## config.mk

```make
export PLATFORM = sky130hd
export DESIGN_NAME = lcd_scan_drv
export DESIGN_NICKNAME = d
export VERILOG_FILES = /design/src/rtl/lcd_scan_pkg.sv /design/src/rtl/lcd_scan_timing.sv /design/src/rtl/lcd_seg_path.sv /design/src/rtl/lcd_com_ring.sv /design/src/rtl/lcd_scan_drv.sv
export SDC_FILE = /design/constraint.sdc
export NUM_CORES = 1
export LEC_CHECK = 0
export BUFFER_PORTS_ARGS = -buffer_cell sky130_fd_sc_hd__buf_4
export CELL_PAD_IN_SITES_DETAIL_PLACEMENT = 1
export CELL_PAD_IN_SITES_GLOBAL_PLACEMENT = 1
export CORE_MARGIN = 5
export CORE_UTILIZATION = 40
export CTS_BUF_LIST = sky130_fd_sc_hd__clkbuf_4
export DETAILED_ROUTE_END_ITERATION = 16
export PLACE_DENSITY_LB_ADDON = 0.05
export SYNTH_ARGS = -nofsm -noshare
export SYNTH_HDL_FRONTEND = slang
export SYNTH_SLANG_ARGS = --single-unit
```

## constraint.sdc

```tcl
create_clock -name clk -period 3.74 [get_ports clk]
set_input_delay 0.187 -clock clk [delete_from_list [all_inputs] [get_ports clk]]
set_output_delay 0.187 -clock clk [all_outputs]
set_load 0.005 [all_outputs]
```

## src/rtl/lcd_scan_pkg.sv

```systemverilog
package lcd_scan_pkg;

   typedef enum logic [1:0] {
      DUTY_SHORT = 2'b00,
      DUTY_TALL  = 2'b01,
      DUTY_FULL  = 2'b10,
      DUTY_ALT   = 2'b11
   } duty_e;

   // number of commons scanned for a duty code
   function automatic int unsigned duty_rows(input logic [1:0] sel,
                                             input int unsigned n_short,
                                             input int unsigned n_tall,
                                             input int unsigned n_full);
      case (duty_e'(sel))
         DUTY_SHORT: return n_short;
         DUTY_TALL:  return n_tall;
         default:    return n_full;
      endcase
   endfunction

endpackage

```

## src/rtl/lcd_scan_timing.sv

```systemverilog
module lcd_scan_timing #(
   parameter int SEG_W    = 40,
   parameter int EXT_DOTS = 40,
   parameter int ROW_CYC  = 96
) (
   input  logic clk,
   input  logic rst_n,
   output logic take,
   output logic loc_shift,
   output logic ext_shift,
   output logic row_end
);
   localparam int TOT = SEG_W + EXT_DOTS;
   localparam int CW  = $clog2(ROW_CYC);

   logic [CW-1:0] cnt_q;

   always_ff @(posedge clk) begin
      if (!rst_n)
         cnt_q <= '0;
      else if (row_end)
         cnt_q <= '0;
      else
         cnt_q <= cnt_q + CW'(1);
   end

   always_comb begin
      row_end   = (cnt_q == CW'(ROW_CYC - 1));
      take      = (cnt_q < CW'(TOT));
      loc_shift = (cnt_q < CW'(SEG_W));
      ext_shift = take && !loc_shift;
   end

endmodule

```

## src/rtl/lcd_seg_path.sv

```systemverilog
module lcd_seg_path #(
   parameter int SEG_W    = 40,
   parameter int EXT_DOTS = 40
) (
   input  logic             clk,
   input  logic             rst_n,
   input  logic             dot_in,
   input  logic             loc_shift,
   input  logic             ext_shift,
   input  logic             row_end,
   output logic [SEG_W-1:0] seg,
   output logic             ext_sclk,
   output logic             ext_dat,
   output logic             ext_lclk
);
   logic [SEG_W-1:0] shift_q;
   logic [SEG_W-1:0] latch_q;
   logic             lclk_q;

   // first dot of a row ends up in bit 0 after SEG_W shifts
   always_ff @(posedge clk) begin
      if (!rst_n)
         shift_q <= '0;
      else if (loc_shift)
         shift_q <= {dot_in, shift_q[SEG_W-1:1]};
   end

   always_ff @(posedge clk) begin
      if (!rst_n) begin
         latch_q <= '0;
         lclk_q  <= 1'b0;
      end else begin
         lclk_q <= row_end;
         if (row_end)
            latch_q <= shift_q;
      end
   end

   generate
      if (EXT_DOTS > 0) begin : g_ext
         logic sclk_q;
         logic dat_q;
         always_ff @(posedge clk) begin
            if (!rst_n) begin
               sclk_q <= 1'b0;
               dat_q  <= 1'b0;
            end else begin
               sclk_q <= ext_shift;
               dat_q  <= ext_shift & dot_in;
            end
         end
         assign ext_sclk = sclk_q;
         assign ext_dat  = dat_q;
      end else begin : g_no_ext
         logic unused_ext;
         assign unused_ext = ext_shift;
         assign ext_sclk   = 1'b0;
         assign ext_dat    = 1'b0;
      end
   endgenerate

   assign seg      = latch_q;
   assign ext_lclk = lclk_q;

endmodule

```

## src/rtl/lcd_com_ring.sv

```systemverilog
module lcd_com_ring
   import lcd_scan_pkg::*;
#(
   parameter int COM_N   = 16,
   parameter int DUTY_S  = 8,
   parameter int DUTY_T  = 11,
   parameter int RW      = $clog2(COM_N)
) (
   input  logic             clk,
   input  logic             rst_n,
   input  logic             row_end,
   input  logic [1:0]       duty_sel,
   output logic [COM_N-1:0] com,
   output logic [RW-1:0]    load_row,
   output logic             m_alt
);
   localparam int CNW = $clog2(COM_N + 1);

   logic [COM_N-1:0] com_q;
   logic [CNW-1:0]   active_q;
   logic [CNW-1:0]   sel_cnt;
   logic [CNW-1:0]   act_use;
   logic [RW-1:0]    row_q;
   logic             m_q;
   logic             started;
   logic             at_end;
   logic             wrap_now;

   assign sel_cnt = CNW'(duty_rows(duty_sel, DUTY_S, DUTY_T, COM_N));
   assign started = |com_q;

   // selection sits on the last active common (or beyond, defensively)
   always_comb begin
      at_end = 1'b0;
      for (int i = 0; i < COM_N; i++) begin
         if (com_q[i] && (CNW'(i) >= active_q - CNW'(1)))
            at_end = 1'b1;
      end
   end

   assign wrap_now = !started || at_end;
   assign act_use  = wrap_now ? sel_cnt : active_q;

   always_ff @(posedge clk) begin
      if (!rst_n) begin
         com_q    <= '0;
         active_q <= CNW'(COM_N);
         row_q    <= '0;
         m_q      <= 1'b0;
      end else if (row_end) begin
         if (wrap_now) begin
            com_q    <= COM_N'(1);
            active_q <= sel_cnt;
            if (started)
               m_q <= ~m_q;
         end else begin
            com_q <= com_q << 1;
         end
         if ((CNW'(row_q) + CNW'(1)) >= act_use)
            row_q <= '0;
         else
            row_q <= row_q + RW'(1);
      end
   end

   assign com      = com_q;
   assign load_row = row_q;
   assign m_alt    = m_q;

endmodule

```

## src/rtl/lcd_scan_drv.sv

```systemverilog
module lcd_scan_drv #(
   parameter int SEG_W    = 40,
   parameter int COM_N    = 16,
   parameter int EXT_DOTS = 40,
   parameter int ROW_CYC  = 96,
   parameter int DUTY_S   = 8,
   parameter int DUTY_T   = 11,
   parameter int RW       = $clog2(COM_N)
) (
   input  logic             clk,
   input  logic             rst_n,
   input  logic [1:0]       duty_sel,
   input  logic             dot_in,
   output logic             dot_take,
   output logic [RW-1:0]    load_row,
   output logic [SEG_W-1:0] seg,
   output logic [COM_N-1:0] com,
   output logic             m_alt,
   output logic             ext_sclk,
   output logic             ext_lclk,
   output logic             ext_dat
);
   generate
      if (ROW_CYC <= SEG_W + EXT_DOTS) begin : g_bad_period
         $error("ROW_CYC must exceed SEG_W + EXT_DOTS");
      end
      if (DUTY_S < 2 || DUTY_S > DUTY_T || DUTY_T > COM_N) begin : g_bad_duty
         $error("duty counts must satisfy 2 <= DUTY_S <= DUTY_T <= COM_N");
      end
      if (SEG_W < 2) begin : g_bad_seg
         $error("SEG_W must be at least 2");
      end
   endgenerate

   logic loc_shift;
   logic ext_shift;
   logic row_end;

   lcd_scan_timing #(
      .SEG_W(SEG_W), .EXT_DOTS(EXT_DOTS), .ROW_CYC(ROW_CYC)
   ) u_timing (
      .clk(clk), .rst_n(rst_n), .take(dot_take),
      .loc_shift(loc_shift), .ext_shift(ext_shift), .row_end(row_end)
   );

   lcd_seg_path #(
      .SEG_W(SEG_W), .EXT_DOTS(EXT_DOTS)
   ) u_seg (
      .clk(clk), .rst_n(rst_n), .dot_in(dot_in),
      .loc_shift(loc_shift), .ext_shift(ext_shift), .row_end(row_end),
      .seg(seg), .ext_sclk(ext_sclk), .ext_dat(ext_dat), .ext_lclk(ext_lclk)
   );

   lcd_com_ring #(
      .COM_N(COM_N), .DUTY_S(DUTY_S), .DUTY_T(DUTY_T), .RW(RW)
   ) u_com (
      .clk(clk), .rst_n(rst_n), .row_end(row_end), .duty_sel(duty_sel),
      .com(com), .load_row(load_row), .m_alt(m_alt)
   );

endmodule

```

==> results.md <==
* Status: complete, no violations
* Die W at 119 um
* I/O pins at 70
* Die outline area at ~14000 um^2
* Core area at about 12000 um^2
* Clock power frac at 36.3%
* RSZ-0062 raised after global routing: no
* Iteration-0 DRC Markers at approximately 180
* Post-CTS setup buffers at 0
* Critical Path Source Type: flop
* Fin Clk Skew at 0.0112 ns
* P_int at approximately 1.6 mW
* Post-DR vias/cell at 5.10
* DRC at 0
* Synthesized area at about 4800 um^2
* Die H at 119 um
* Placed Instances at 742
* Sequential Power Share at 61.4%
* Layout cells sized above 1 at 19.6%
* Switching power at 0.462 mW
* Slowest stage delay, CP at 0.37 ns
* Worst path arrival time at 3.95 ns
* CP top delay family: compound AO/OA/AOI/OAI gates
* Yosys reg bits at 116
* Placed wire-length estimate at 7770 um
* Syn Nets at 567
* CP Launch Point: u_com.active_q[0]$_SDFFE_PN0P_
* Critical Path Sink: u_com.load_row[1]$_SDFFE_PN0P_
* Root Driver: clkbuf_4
* All-Layer GR Usage at 16.9%
* Final setup violation count at 0
* Worst path buffer plus inverter count at 1
* Rel. slew slack at approximately 55%
* CTS Buf Count at 17
* Initial antenna violation count at 0
* Critical path class: flop to flop
* Setup TNS Final at 0 ns
* Remaining antenna violation count at 0
* Combinational power share at 2.3%
* Leak Pwr at around 2.2 nW
* Final Max Tran Viols at 0
* RR Startpoint: u_com.active_q[0]$_SDFFE_PN0P_
* Fin. Hold Viols at 0
* # rows at 40
* Htree depth at 4
* Max FO, Critical Path at 4
* Hold Path Class: primary input to flop
* R2R depth at 16
* Critical Path Stages at 16
* Global route total overflow at 0
* Clock Sinks at 116
* Max Cap Viol at 0
* Measured slew at the worst slew-check pin at 0.673 ns
* Cell variety after synth at 47
* Power per Cell Area at 356 nW/um^2
* Clk buf depth at 2
* Wire length per cell at about 15 um
* CTS tree: done
* IO Port Bufs at 69
* End-of-flow core utilization at between 40% and 50%
* Pre-antenna DRT Iters at 4
* Sequential-to-total area share from yosys stat at ~49%
* Syn Inst Count at 551
* Worst reg2reg setup slack at 0.24 ns
* Setup crit end kind: flop
* Area growth syn-to-layout at 18.8%
* Most used flip-flop cell after synthesis: dfxtp_1
* Non-filler instance count after layout at 776
* Routed via count at 3960
* Mean Syn Cell Area at 8.69 um^2
* FF-to-FF End: u_com.load_row[1]$_SDFFE_PN0P_
* Fin crit period at 3.50 ns
* Cell Chain, Critical Path: inv_1 > ha_4 > or3_4 > a221oi_2 > a211oi_1 > a221o_2 > nor3_4 > mux2_2 > ha_1 > nand2b_1 > a21o_1 > a21oi_1 > nor2b_1 > o21ai_1 > nand2_1 > o21ai_0
* Largest net degree at the start of global routing at 75
* Hold_ws at 0.126 ns
* Vias in the first global route at around 4000
* Starting Density at between 40% and 50%
* FFs w/ async S/R, synth at 0%
* CP required at 4.19 ns
* Sw Share at a little under a quarter
* Max stage delay cell, worst path: or3_4
* # diodes at 0
* Tcrit/Tclk final at a little over nine tenths
* Nets at between 600 and 700
* Clk_lat worst skew at 0.51 ns
* Number of synthesized flops with an enable pin at 0
* Worst vdd ir at roughly 0.00022 V
* First-pass GRT wire length at approximately 19000 um
* Routability cong. at 0.840
* Reg clk slew, reported paths at about 0.10 ns
* Yosys warnings at 0
* Routed WL at 11500 um
* Max frequency at 286 MHz
==> stage by stage <==
step,worst slack [ns],area (um^2),power (mW)
4_1_cts,0.0826,5670,2.06
5_1_grt,0.00139,5690,2.13
3_3_place_gp,0.328,5430,1.31
2_1_floorplan,0.0263,4790,1.30
3_5_place_dp,0.0966,5430,1.32
6_report,0.237,5690,2.02
==> final cells by class <==
type                       instances  area (um^2)
fill                            1442         6170
clock inverter                     7         35.0
tap                              147          184
multi-input combinational        391         2310
inverter                           8         30.0
clock buffer                      24          180
sequential                       116         2320
timing repair buffer              83          631
==> power by group through the flow <==
stage	registers (mW)	clock network, mW	logic, mW
2_1_floorplan	1.27	0	0.0338
3_3_place_gp	1.27	0	0.0440
3_5_place_dp	1.27	0	0.0449
4_1_cts	1.24	0.775	0.0477
5_1_grt	1.24	0.829	0.0528
6_report	1.24	0.736	0.0465
==> cell usage in the layout, fill, tap and decap left out, drive strengths merged, types with 3 or more instances in the layout <==
cell         synthesis  routed
a21boi              83      83
a21oi                5       5
a22o                14      14
and2                 5       5
and3                 4       4
buf                  4      80
clkbuf              32      24
clkinv               0       5
dfxtp              116     116
dlygate4sd3          0       3
ha                  11      11
inv                  8       8
mux2i                7       7
nand2              184     184
nand2b               5       5
nand3                5       5
nor2                13      13
nor2b                5       5
nor3                 4       4
nor4                 3       3
o21ai               12      12
xnor2                6       6
xor2                 3       3
==> state kept, by name (all words and copies together) (netlist names) <==
register and count:
u_com.active_q 5, u_com.com 16, u_com.load_row 4, u_com.m_alt 1, u_seg.ext_dat 1, u_seg.ext_lclk 1, u_seg.ext_sclk 1, u_seg.seg 40
u_seg.shift_q 40, u_timing.cnt_q 7
==> worst register-to-register path, delay by kind of cell (launching register included) <==
kind,cells,cell delay (ns)
mux,1,0.36
fa+ha+maj,2,0.52
compound gates,7,1.27
buf+inv,1,0.09
flops,1,0.36
simple gates,5,0.86
==> worst min path at each step <==
| stage | startpoint | cells past startpoint | endpoint | slack [ns] |
|---|---|---|---|---|
| 6_report | duty_sel[0] | 4 | u_com.active_q[0]$_SDFFE_PN0P_ | 0.13 |
| 5_1_grt | duty_sel[0] | 4 | u_com.active_q[0]$_SDFFE_PN0P_ | 0.11 |
| 3_5_place_dp | dot_in | 2 | u_seg.ext_dat$_SDFF_PN0_ | 0.42 |
| 3_3_place_gp | dot_in | 2 | u_seg.ext_dat$_SDFF_PN0_ | 0.41 |
| 2_1_floorplan | dot_in | 1 | u_seg.ext_dat$_SDFF_PN0_ | 0.31 |
| 4_1_cts | duty_sel[0] | 4 | u_com.active_q[0]$_SDFFE_PN0P_ | 0.07 |
==> synth_stat cells, types with 6 or more instances <==
library cell,n,area (um^2)
inv_1,8,30.0
nor2_1,12,45.0
nand2_1,184,691
a22o_1,14,123
ha_1,11,138
xnor2_1,6,52.6
mux2i_1,7,70.1
dfxtp_1,116,2320
a21boi_0,81,608
clkbuf_1,31,116
o21ai_0,11,55.1
==> cell families (layout without fill, tap and decap cells) <==
family	after synthesis	in the layout	synth area share, %
AOI/OAI and AO/OA	126	126	20.1
xor gates and xnor gates	9	9	1.65
adders and majority gates	11	11	2.88
buffers and inverters	44	122	3.76
DFF	116	116	48.5
muxes	9	9	2.01
and+or+nand+nor	236	236	21.1
==> timing repair <==
action	in CTS	in global routing
resized for setup	0	5
setup endpoints to repair	0	4
hold endpoints to repair	7	0
hold buffers	3	0
==> metal layers <==
layer,GRT usage (%),wire length [um],up-vias
met5,0,0,-
met4,7.37,221,0
met3,4.37,446,20
met2,29.3,5670,70
met1,19.6,5130,1900
li1,-,-,1970
Power figures use the tool's default switching activity.
